### config.mk
export PLATFORM = sky130hd
export DESIGN_NAME = msi_irq_handler
export DESIGN_NICKNAME = d
export VERILOG_FILES = /design/src/rtl/msi_pkg.sv /design/src/rtl/msi_pend.sv /design/src/rtl/msi_pick.sv /design/src/rtl/msi_irq_handler.sv
export SDC_FILE = /design/constraint.sdc
export NUM_CORES = 1
export LEC_CHECK = 0
export ABC_AREA = 1
export BUFFER_PORTS_ARGS = -buffer_cell sky130_fd_sc_hd__buf_2
export CAP_MARGIN = 20
export CORE_MARGIN = 4
export CORE_UTILIZATION = 59
export DETAILED_ROUTE_END_ITERATION = 10
export GPL_TIMING_DRIVEN = 1
export PLACE_DENSITY = 0.94
export SETUP_SLACK_MARGIN = 0.1
export SYNTH_ARGS = -nofsm -noshare
export SYNTH_HDL_FRONTEND = slang
export SYNTH_HIERARCHICAL = 1
export SYNTH_SLANG_ARGS = --single-unit
### constraint.sdc
create_clock -name clk -period 2.98 [get_ports clk]
set_input_delay 0.447 -clock clk [delete_from_list [all_inputs] [get_ports clk]]
set_output_delay 0.447 -clock clk [all_outputs]
set_load 0.02 [all_outputs]
### src/rtl/msi_pkg.sv
package msi_pkg;
    localparam int MSG_W = 5;
    localparam int TC_W  = 3;
    localparam int CTL_W = 16;

    typedef enum logic [1:0] {
        ST_IDLE  = 2'd0,
        ST_ASK   = 2'd1,
        ST_DRAIN = 2'd2
    } msi_st_e;

    // Mask that keeps the low bits of an index for 2^mme granted vectors.
    function automatic logic [MSG_W-1:0] vec_mask(input logic [2:0] mme);
        logic [MSG_W-1:0] m;
        case (mme)
            3'd0:    m = 5'h00;
            3'd1:    m = 5'h01;
            3'd2:    m = 5'h03;
            3'd3:    m = 5'h07;
            3'd4:    m = 5'h0F;
            default: m = 5'h1F;
        endcase
        return m;
    endfunction
endpackage

### src/rtl/msi_pend.sv
module msi_pend #(
    parameter int NUM_SRC = 32
) (
    input  logic               clk,
    input  logic               rst_n,
    input  logic [NUM_SRC-1:0] set_vec,
    input  logic [NUM_SRC-1:0] clr_oh,
    output logic [NUM_SRC-1:0] pend
);
    logic [NUM_SRC-1:0] pend_q;

    always_ff @(posedge clk) begin
        if (!rst_n) pend_q <= '0;
        else        pend_q <= (pend_q & ~clr_oh) | set_vec;
    end

    assign pend = pend_q;


    pend_clear_only_on_ack_chk: assert property (@(posedge clk) disable iff (!rst_n)
        (($past(pend_q) & ~pend_q & ~$past(clr_oh)) == '0));
endmodule

### src/rtl/msi_pick.sv
module msi_pick #(
    parameter int NUM_SRC = 32,
    localparam int IDX_W  = (NUM_SRC > 1) ? $clog2(NUM_SRC) : 1
) (
    input  logic [NUM_SRC-1:0] req_vec,
    output logic               any,
    output logic [IDX_W-1:0]   idx
);
    logic [NUM_SRC-1:0] below;
    logic [NUM_SRC-1:0] gnt;

    assign below[0] = 1'b0;
    assign gnt[0]   = req_vec[0];
    for (genvar i = 1; i < NUM_SRC; i++) begin : g_chain
        assign below[i] = below[i-1] | req_vec[i-1];
        assign gnt[i]   = req_vec[i] & ~below[i];
    end

    always_comb begin
        idx = '0;
        for (int i = 0; i < NUM_SRC; i++) begin
            if (gnt[i]) idx = idx | IDX_W'(i);
        end
    end

    assign any = |req_vec;


    pick_onehot_chk: assert final ($onehot0(gnt));
endmodule

### src/rtl/msi_irq_handler.sv
module msi_irq_handler
    import msi_pkg::*;
#(
    parameter int NUM_SRC = 32,
    localparam int IDX_W  = (NUM_SRC > 1) ? $clog2(NUM_SRC) : 1
) (
    input  logic               clk,
    input  logic               rst_n,
    input  logic [NUM_SRC-1:0] src_evt,
    input  logic [15:0]        msi_ctl,
    input  logic [2:0]         cfg_tc,
    input  logic               link_ack,
    output logic               msi_req,
    output logic [4:0]         msi_num,
    output logic [2:0]         msi_tc,
    output logic               irq_sts
);
    msi_st_e            st_q, st_d;
    logic [NUM_SRC-1:0] pend;
    logic [NUM_SRC-1:0] clr_oh;
    logic               pick_any;
    logic [IDX_W-1:0]   pick_idx;
    logic [IDX_W-1:0]   sel_q;
    logic [MSG_W-1:0]   num_q;
    logic [TC_W-1:0]    tc_q;
    logic               grant, take;

    msi_pend #(.NUM_SRC(NUM_SRC)) u_pend (
        .clk    (clk),
        .rst_n  (rst_n),
        .set_vec(src_evt),
        .clr_oh (clr_oh),
        .pend   (pend)
    );

    msi_pick #(.NUM_SRC(NUM_SRC)) u_pick (
        .req_vec(pend),
        .any    (pick_any),
        .idx    (pick_idx)
    );

    assign grant  = (st_q == ST_IDLE) && msi_ctl[0] && pick_any;
    assign take   = (st_q == ST_ASK) && link_ack;
    assign clr_oh = take ? ({{(NUM_SRC-1){1'b0}}, 1'b1} << sel_q) : '0;

    always_comb begin
        st_d = st_q;
        unique case (st_q)
            ST_IDLE:  if (grant)     st_d = ST_ASK;
            ST_ASK:   if (link_ack)  st_d = ST_DRAIN;
            ST_DRAIN: if (!link_ack) st_d = ST_IDLE;
            default:                 st_d = ST_IDLE;
        endcase
    end

    always_ff @(posedge clk) begin
        if (!rst_n) st_q <= ST_IDLE;
        else        st_q <= st_d;
    end

    always_ff @(posedge clk) begin
        if (!rst_n) begin
            sel_q <= '0;
            num_q <= '0;
            tc_q  <= '0;
        end else if (grant) begin
            sel_q <= pick_idx;
            num_q <= MSG_W'(pick_idx) & vec_mask(msi_ctl[6:4]);
            tc_q  <= cfg_tc;
        end
    end

    always_comb begin
        msi_req = (st_q == ST_ASK);
        irq_sts = (st_q == ST_ASK);
        msi_num = num_q;
        msi_tc  = tc_q;
    end


    req_hold_chk: assert property (@(posedge clk) disable iff (!rst_n)
        (msi_req && !link_ack) |=> msi_req);

    num_stable_chk: assert property (@(posedge clk) disable iff (!rst_n)
        ($past(msi_req) && msi_req) |-> ($stable(msi_num) && $stable(msi_tc)));

    sts_before_ack_drop_chk: assert property (@(posedge clk) disable iff (!rst_n)
        $fell(link_ack) |-> !irq_sts);

    enable_gate_chk: assert property (@(posedge clk) disable iff (!rst_n)
        $rose(msi_req) |-> $past(msi_ctl[0]));

    no_req_in_ack_chk: assert property (@(posedge clk) disable iff (!rst_n)
        $rose(msi_req) |-> !$past(link_ack));
endmodule

== After elaboration in Yosys (flattened, before gate mapping) ==
Index checks and enable logic that the tools add are counted.

* Shift-type cells: 1
* Reductions and logical operators: 7
* Bitwise operators: 96
* Eq/ne operators: 10
* Muxes and demuxes: 48

{| class="wikitable"
|+ Operators by type and width
! operator !! number
|-
| $mux 5 || 22
|-
| $and 32x32->32 || 1
|-
| $mux 32 || 1
|-
| $mux 4 || 8
|-
| $not 32->32 || 1
|-
| $or 32x32->32 || 1
|-
| $reduce_or 32->1 || 1
|-
| $shl 1x5->32 const A || 1
|-
| $and 1x1->1 || 31
|-
| $not 1->1 || 31
|-
| $or 1x1->1 || 30
|-
| $pmux 5 s5 || 1
|-
| $mux 3 || 6
|-
| $mux 2 || 8
|-
| $eq 3x2->1 const B || 2
|-
| $ne 2x2->1 const B || 3
|-
| $pmux 2 s3 || 1
|-
| $and 5x5->5 || 1
|-
| $eq 3x1->1 const B || 1
|-
| $eq 3x3->1 const B || 1
|-
| $logic_and 1x1->1 || 3
|-
| $logic_not 3->1 || 1
|-
| $reduce_and 3->1 || 1
|-
| $eq 2x1->1 const B || 1
|-
| other kinds (4) || 4
|}

* Flip-flop bits (word level): 47
* Input bits: 54

== Logic depth before layout (Yosys ltp) ==
* Depth in word-level cells: 36
* Gate-level depth with buffers: 14

== Hierarchy ==
The synthesis kept the hierarchy.

{| class="wikitable"
|+ Modules (own cells, without submodules)
! module !! area each (um2) !! cells each !! sequential area each (um2) !! instances
|-
| msi_pend || 1311.3 || 164 || 640.6 || 1
|-
| msi_irq_handler || 968.4 || 141 || 300.3 || 1
|-
| msi_pick || 737.0 || 141 || 0.0 || 1
|}

== Least setup slack after synthesis ==
Ideal clock, no wire load.

* Path type: register to register
* Start point: register u_pend.pend_q[3], in the netlist u_pend/pend[3]
* End point: register num_q[3], in the netlist msi_num[3]
* Library setup time: 0.070 ns
* Arrival: 1.540 ns
* Path slack: 1.369 ns
* Stages on the path, launching flop included: 13
* Path buffers: 1
* Path through: dfxtp_1 nor2_4 nand2_4 inv_2 nand2_2 nor2_8 nand2_2 inv_2 nand3_1 nand3_1 buf_2 nand2_1 a21oi_1

{| class="wikitable"
|+ RTL lines
! element !! RTL line !! text
|-
| start, declared || msi_pend.sv:10 || <nowiki>logic [NUM_SRC-1:0] pend_q;</nowiki>
|-
| start signal, assigned || msi_pend.sv:14 || <nowiki>else pend_q <= (pend_q & ~clr_oh) | set_vec;</nowiki>
|-
| $reduce_or 32->1 || msi_pick.sv:26 || <nowiki>assign any = |req_vec;</nowiki>
|-
| via pick_any || msi_irq_handler.sv:21 || <nowiki>logic pick_any;</nowiki>
|-
| $logic_and 1x1->1 || msi_irq_handler.sv:42 || <nowiki>assign grant = (st_q == ST_IDLE) && msi_ctl[0] && pick_any;</nowiki>
|-
| $ne 2x1->1 (no source line) || -- ||
|-
| end signal, assigned || msi_irq_handler.sv:68 || <nowiki>num_q <= MSG_W'(pick_idx) & vec_mask(msi_ctl[6:4]);</nowiki>
|-
| end, declared || msi_irq_handler.sv:24 || <nowiki>logic [MSG_W-1:0] num_q;</nowiki>
|}

The timed path passes the listed nets, and every way through them passes these cells. The select of a mux whose other input is x is not followed.
A chain may end at the register's enable or synchronous reset.

== Worst setup path after layout ==
* Start point: register u_pend.pend_q[1], in the netlist u_pend/pend[1]
* End point: register num_q[2], in the netlist msi_num[2]

The elaborated chain is that of the path after synthesis.

==> summary.txt <==
Place
  • Gpl congestion: 0.947
  • DP HPWL: 5040 um
  • Number of I/O port buffers: 51
  • Placed Area: 0.00324 sq mm

Worst setup path
  • Critical path class: reg2reg
  • Worst EP required: 3.21 ns
  • Crit. End Element: flip-flop
  • Max FO, Critical Path: 13
  • Critical Path Source Type: flip-flop
  • CP max stage delay: 0.57 ns
  • CP max stage cell: nor2_1
  • Critical path cell sequence: nor2_4, nand2_4, inv_2, nand2_2, nor2_8, nand2_2, inv_2, nand3_1, nand2_1, nor2_1, nand3_1, a21oi_1
  • Arr. time, crit path: 2.25 ns

Power and ir drop
  • IR drop worst, VDD: 0.225 mV
  • Share of power burned in registers: 0.528
  • Clk pwr share: 0.285
  • Power, Total: 0.00135 W
  • Sw Share: 0.300
  • P_sw: 0.000405 W
  • Power per standard cell area: 405 mW/mm^2
  • Leak pwr: 1.55 nW
  • Comb power frac: 0.187
  • Internal power: 0.000944 W

Timing
  • Slew Limit Headroom: 0.257
  • Tmin final: 2.02 ns
  • Final setup violating endpoints: 0
  • Setup TNS: 0 ns
  • Worst Skew: 0.00404 ns
  • Slew @ Worst Pin: 1.11 ns
  • Final period utilization: 0.677
  • Slew Limit Fails: 0
  • RSZ-0062 raised after global routing: false
  • Fin. Hold Viols: 0
  • Achievable Freq: 495 MHz

Final layout
  • Nets: 544
  • Design Area, Final: 0.00333 sq mm
  • Layout area overhead: 10.5%
  • Register Area: 941 sq um
  • Fillers: 418
  • Area of the multi-input gates: 0.00158 sq mm
  • Fraction of layout cells with a size suffix above 1: 0.265
  • Antenna cells: 0

Clock tree
  • CTS Root Cell: clkbuf_8
  • CTS sink count: 47
  • TritonCTS clock tree: done
  • Clock tree buffer depth: 2
  • CTS Buf Count: 5
  • Setup bufs post-CTS: 0
  • CTS clk-pin slew, worst paths: 0.08 ns
  • Post_cts resized: 0
  • H-tree levels: 2
  • Clock latency on the worst-skew pair: 0.30 ns
  • Hold buffers post-CTS: 0

Die
  • Initial Util: 0.622
  • IO Pins: 64
  • Die X: 79.5 um
  • Number of core rows: 25
  • Die height: 79.5 um
  • Die area: 0.00632 sq mm
  • Core area: 0.00485 sq mm

Detailed routing
  • Starting DRT DRC Count: 114
  • WL/cell: 11.4 um
  • DR vias/cell: 4.93
  • Post-route DRC: 0
  • Total wire length: 6350 um
  • DRT Pass-1 Iters: 5
  • Number of routed nets with antenna violations: 0
  • Via count: 2746

Min path
  • Worst min path class: in2reg

GRT
  • Largest net degree at the start of global routing: 33
  • Tot GR Track Use: 0.214
  • Vias in the first global route: 2518
  • First-pass GRT wire length: 10900 um
  • GR Overflow Total: 0
  • Initial antenna violation count: 0

Yosys
  • Yosys warnings: 6
  • Post-synthesis cell count: 446
  • Avg Inst Size Synth: 6.76 sq um
  • Syn nets: 500
  • Sequential fraction of the synthesis area: 0.312
  • Yosys cell types: 33
  • Synthesized flop and latch total: 47
  • Syn Std Cell Area: 0.00302 sq mm

Job
  • Max Cap Viol: 0

Status
  • Status: completed
## power by group through the flow
stage / clock (W) / sequential (W) / combinational, W
2_1_floorplan: 0 / 0.000719 / 0.000195
3_3_place_gp: 0 / 0.000723 / 0.000243
3_5_place_dp: 0 / 0.000726 / 0.000251
4_1_cts: 0.000398 / 0.000712 / 0.000252
5_1_grt: 0.000424 / 0.000719 / 0.000284
6_report: 0.000385 / 0.000712 / 0.000252
## flip-flops by register name, indices dropped and copies added (netlist names)
signal / cells
st_q: 2
msi_num: 5
sel_q: 5
u_pend/pend: 32
msi_tc: 3
## synthesized netlist by cell type
library cell | count | area [sq um]
a21oi_1 | 15 | 75.1
a21oi_2 | 30 | 263
and3b_1 | 1 | 8.76
buf_12 | 1 | 20.0
buf_2 | 7 | 35.0
buf_4 | 1 | 7.51
buf_6 | 4 | 45.0
clkbuf_1 | 1 | 3.75
clkinv_2 | 1 | 5.00
dfxtp_1 | 47 | 941
inv_1 | 94 | 353
inv_2 | 6 | 22.5
nand2_1 | 86 | 323
nand2_2 | 4 | 25.0
nand2_4 | 2 | 22.5
nand3_1 | 19 | 95.1
nand3_2 | 3 | 30.0
nand3_4 | 1 | 17.5
nand3b_1 | 2 | 15.0
nand4_1 | 19 | 119
nor2_1 | 59 | 221
nor2_2 | 6 | 37.5
nor2_4 | 15 | 169
nor2_8 | 2 | 40.0
nor3_1 | 3 | 15.0
nor3_2 | 1 | 10.0
nor3b_1 | 1 | 7.51
nor4_1 | 2 | 12.5
o211ai_1 | 2 | 15.0
o21a_1 | 1 | 7.51
o21ai_0 | 8 | 40.0
o21ai_2 | 1 | 8.76
or2_1 | 1 | 6.26
## critical path, delay by kind of cell (launching register included)
family	cells	cell delay [ns]
AO/OA/AOI/OAI	1	0.17
buffers and inverters	2	0.08
flip-flops	1	0.42
AND/OR/NAND/NOR	9	1.27
## routing by layer
layer | up-vias | track usage | share of wire | wire, um
li1 | 1453 | - | - | -
met1 | 1196 | 0.277 | 0.46 | 2890
met2 | 84 | 0.351 | 0.47 | 2980
met3 | 13 | 0.0395 | 0.059 | 373
met4 | 0 | 0.0825 | 0.016 | 104
met5 | - | 0 | 0 | 0
## placed cells by master (no fill, tap or decap)
cell      instances
inv_1            94
nand2_1          86
nor2_1           59
buf_2            51
dfxtp_1          47
a21oi_2          30
nand4_1          19
nand3_1          19
nor2_4           15
a21oi_1          15
o21ai_0           8
inv_2             6
clkbuf_8          6
nor2_2            6
nand2_2           4
nand3_2           3
nor3_1            3
clkinv_2          2
nand2_4           2
nor2_8            2
nand3b_1          2
o211ai_1          2
nor4_1            2
or2_1             1
o21a_1            1
nand3_4           1
o21ai_2           1
nor3_2            1
and3b_1           1
nor3b_1           1
## area by class of cell
| type | instances | share of cell area |
|---|---|---|
| flip-flops and latches | 47 | 0.282 |
| clock buffers | 6 | 0.0248 |
| inverters | 101 | 0.114 |
| well taps | 67 | 0.0252 |
| multi-input cells | 284 | 0.475 |
| repair buffers | 51 | 0.0766 |
| clock inverters | 1 | 0.00150 |
## stage by stage
stage | hold WS, ns | instances | setup WS (ns) | util
2_1_floorplan | 0.449 | 446 | 1.37 | -
3_5_place_dp | 0.452 | 550 | 0.973 | 0.669
6_report | 0.373 | 557 | 0.962 | 0.687
5_1_grt | 0.374 | 557 | 0.742 | 0.687
3_3_place_gp | 0.453 | 550 | 1.05 | 0.669
4_1_cts | 0.372 | 557 | 0.949 | 0.687
## final timing paths
path | startpoint | end | slack (ns) | depth (start not counted)
worst max register to register | u_pend/pend[1]$_SDFF_PN0_ | msi_num[2]$_SDFFE_PN0P_ | 0.96 | 12
worst min register to register | msi_num[4]$_SDFFE_PN0P_ | msi_num[4]$_SDFFE_PN0P_ | 0.47 | 2
worst min-delay path | cfg_tc[2] | msi_tc[2]$_SDFFE_PN0P_ | 0.37 | 3
worst max-delay path | u_pend/pend[1]$_SDFF_PN0_ | msi_num[2]$_SDFFE_PN0P_ | 0.96 | 12
## kinds of logic after synthesis
| family | share of synthesized area |
|---|---|
| simple gates | 0.389 |
| flops | 0.312 |
| compound gates | 0.136 |
| buf+inv | 0.163 |
Power figures use the tool's default switching activity.
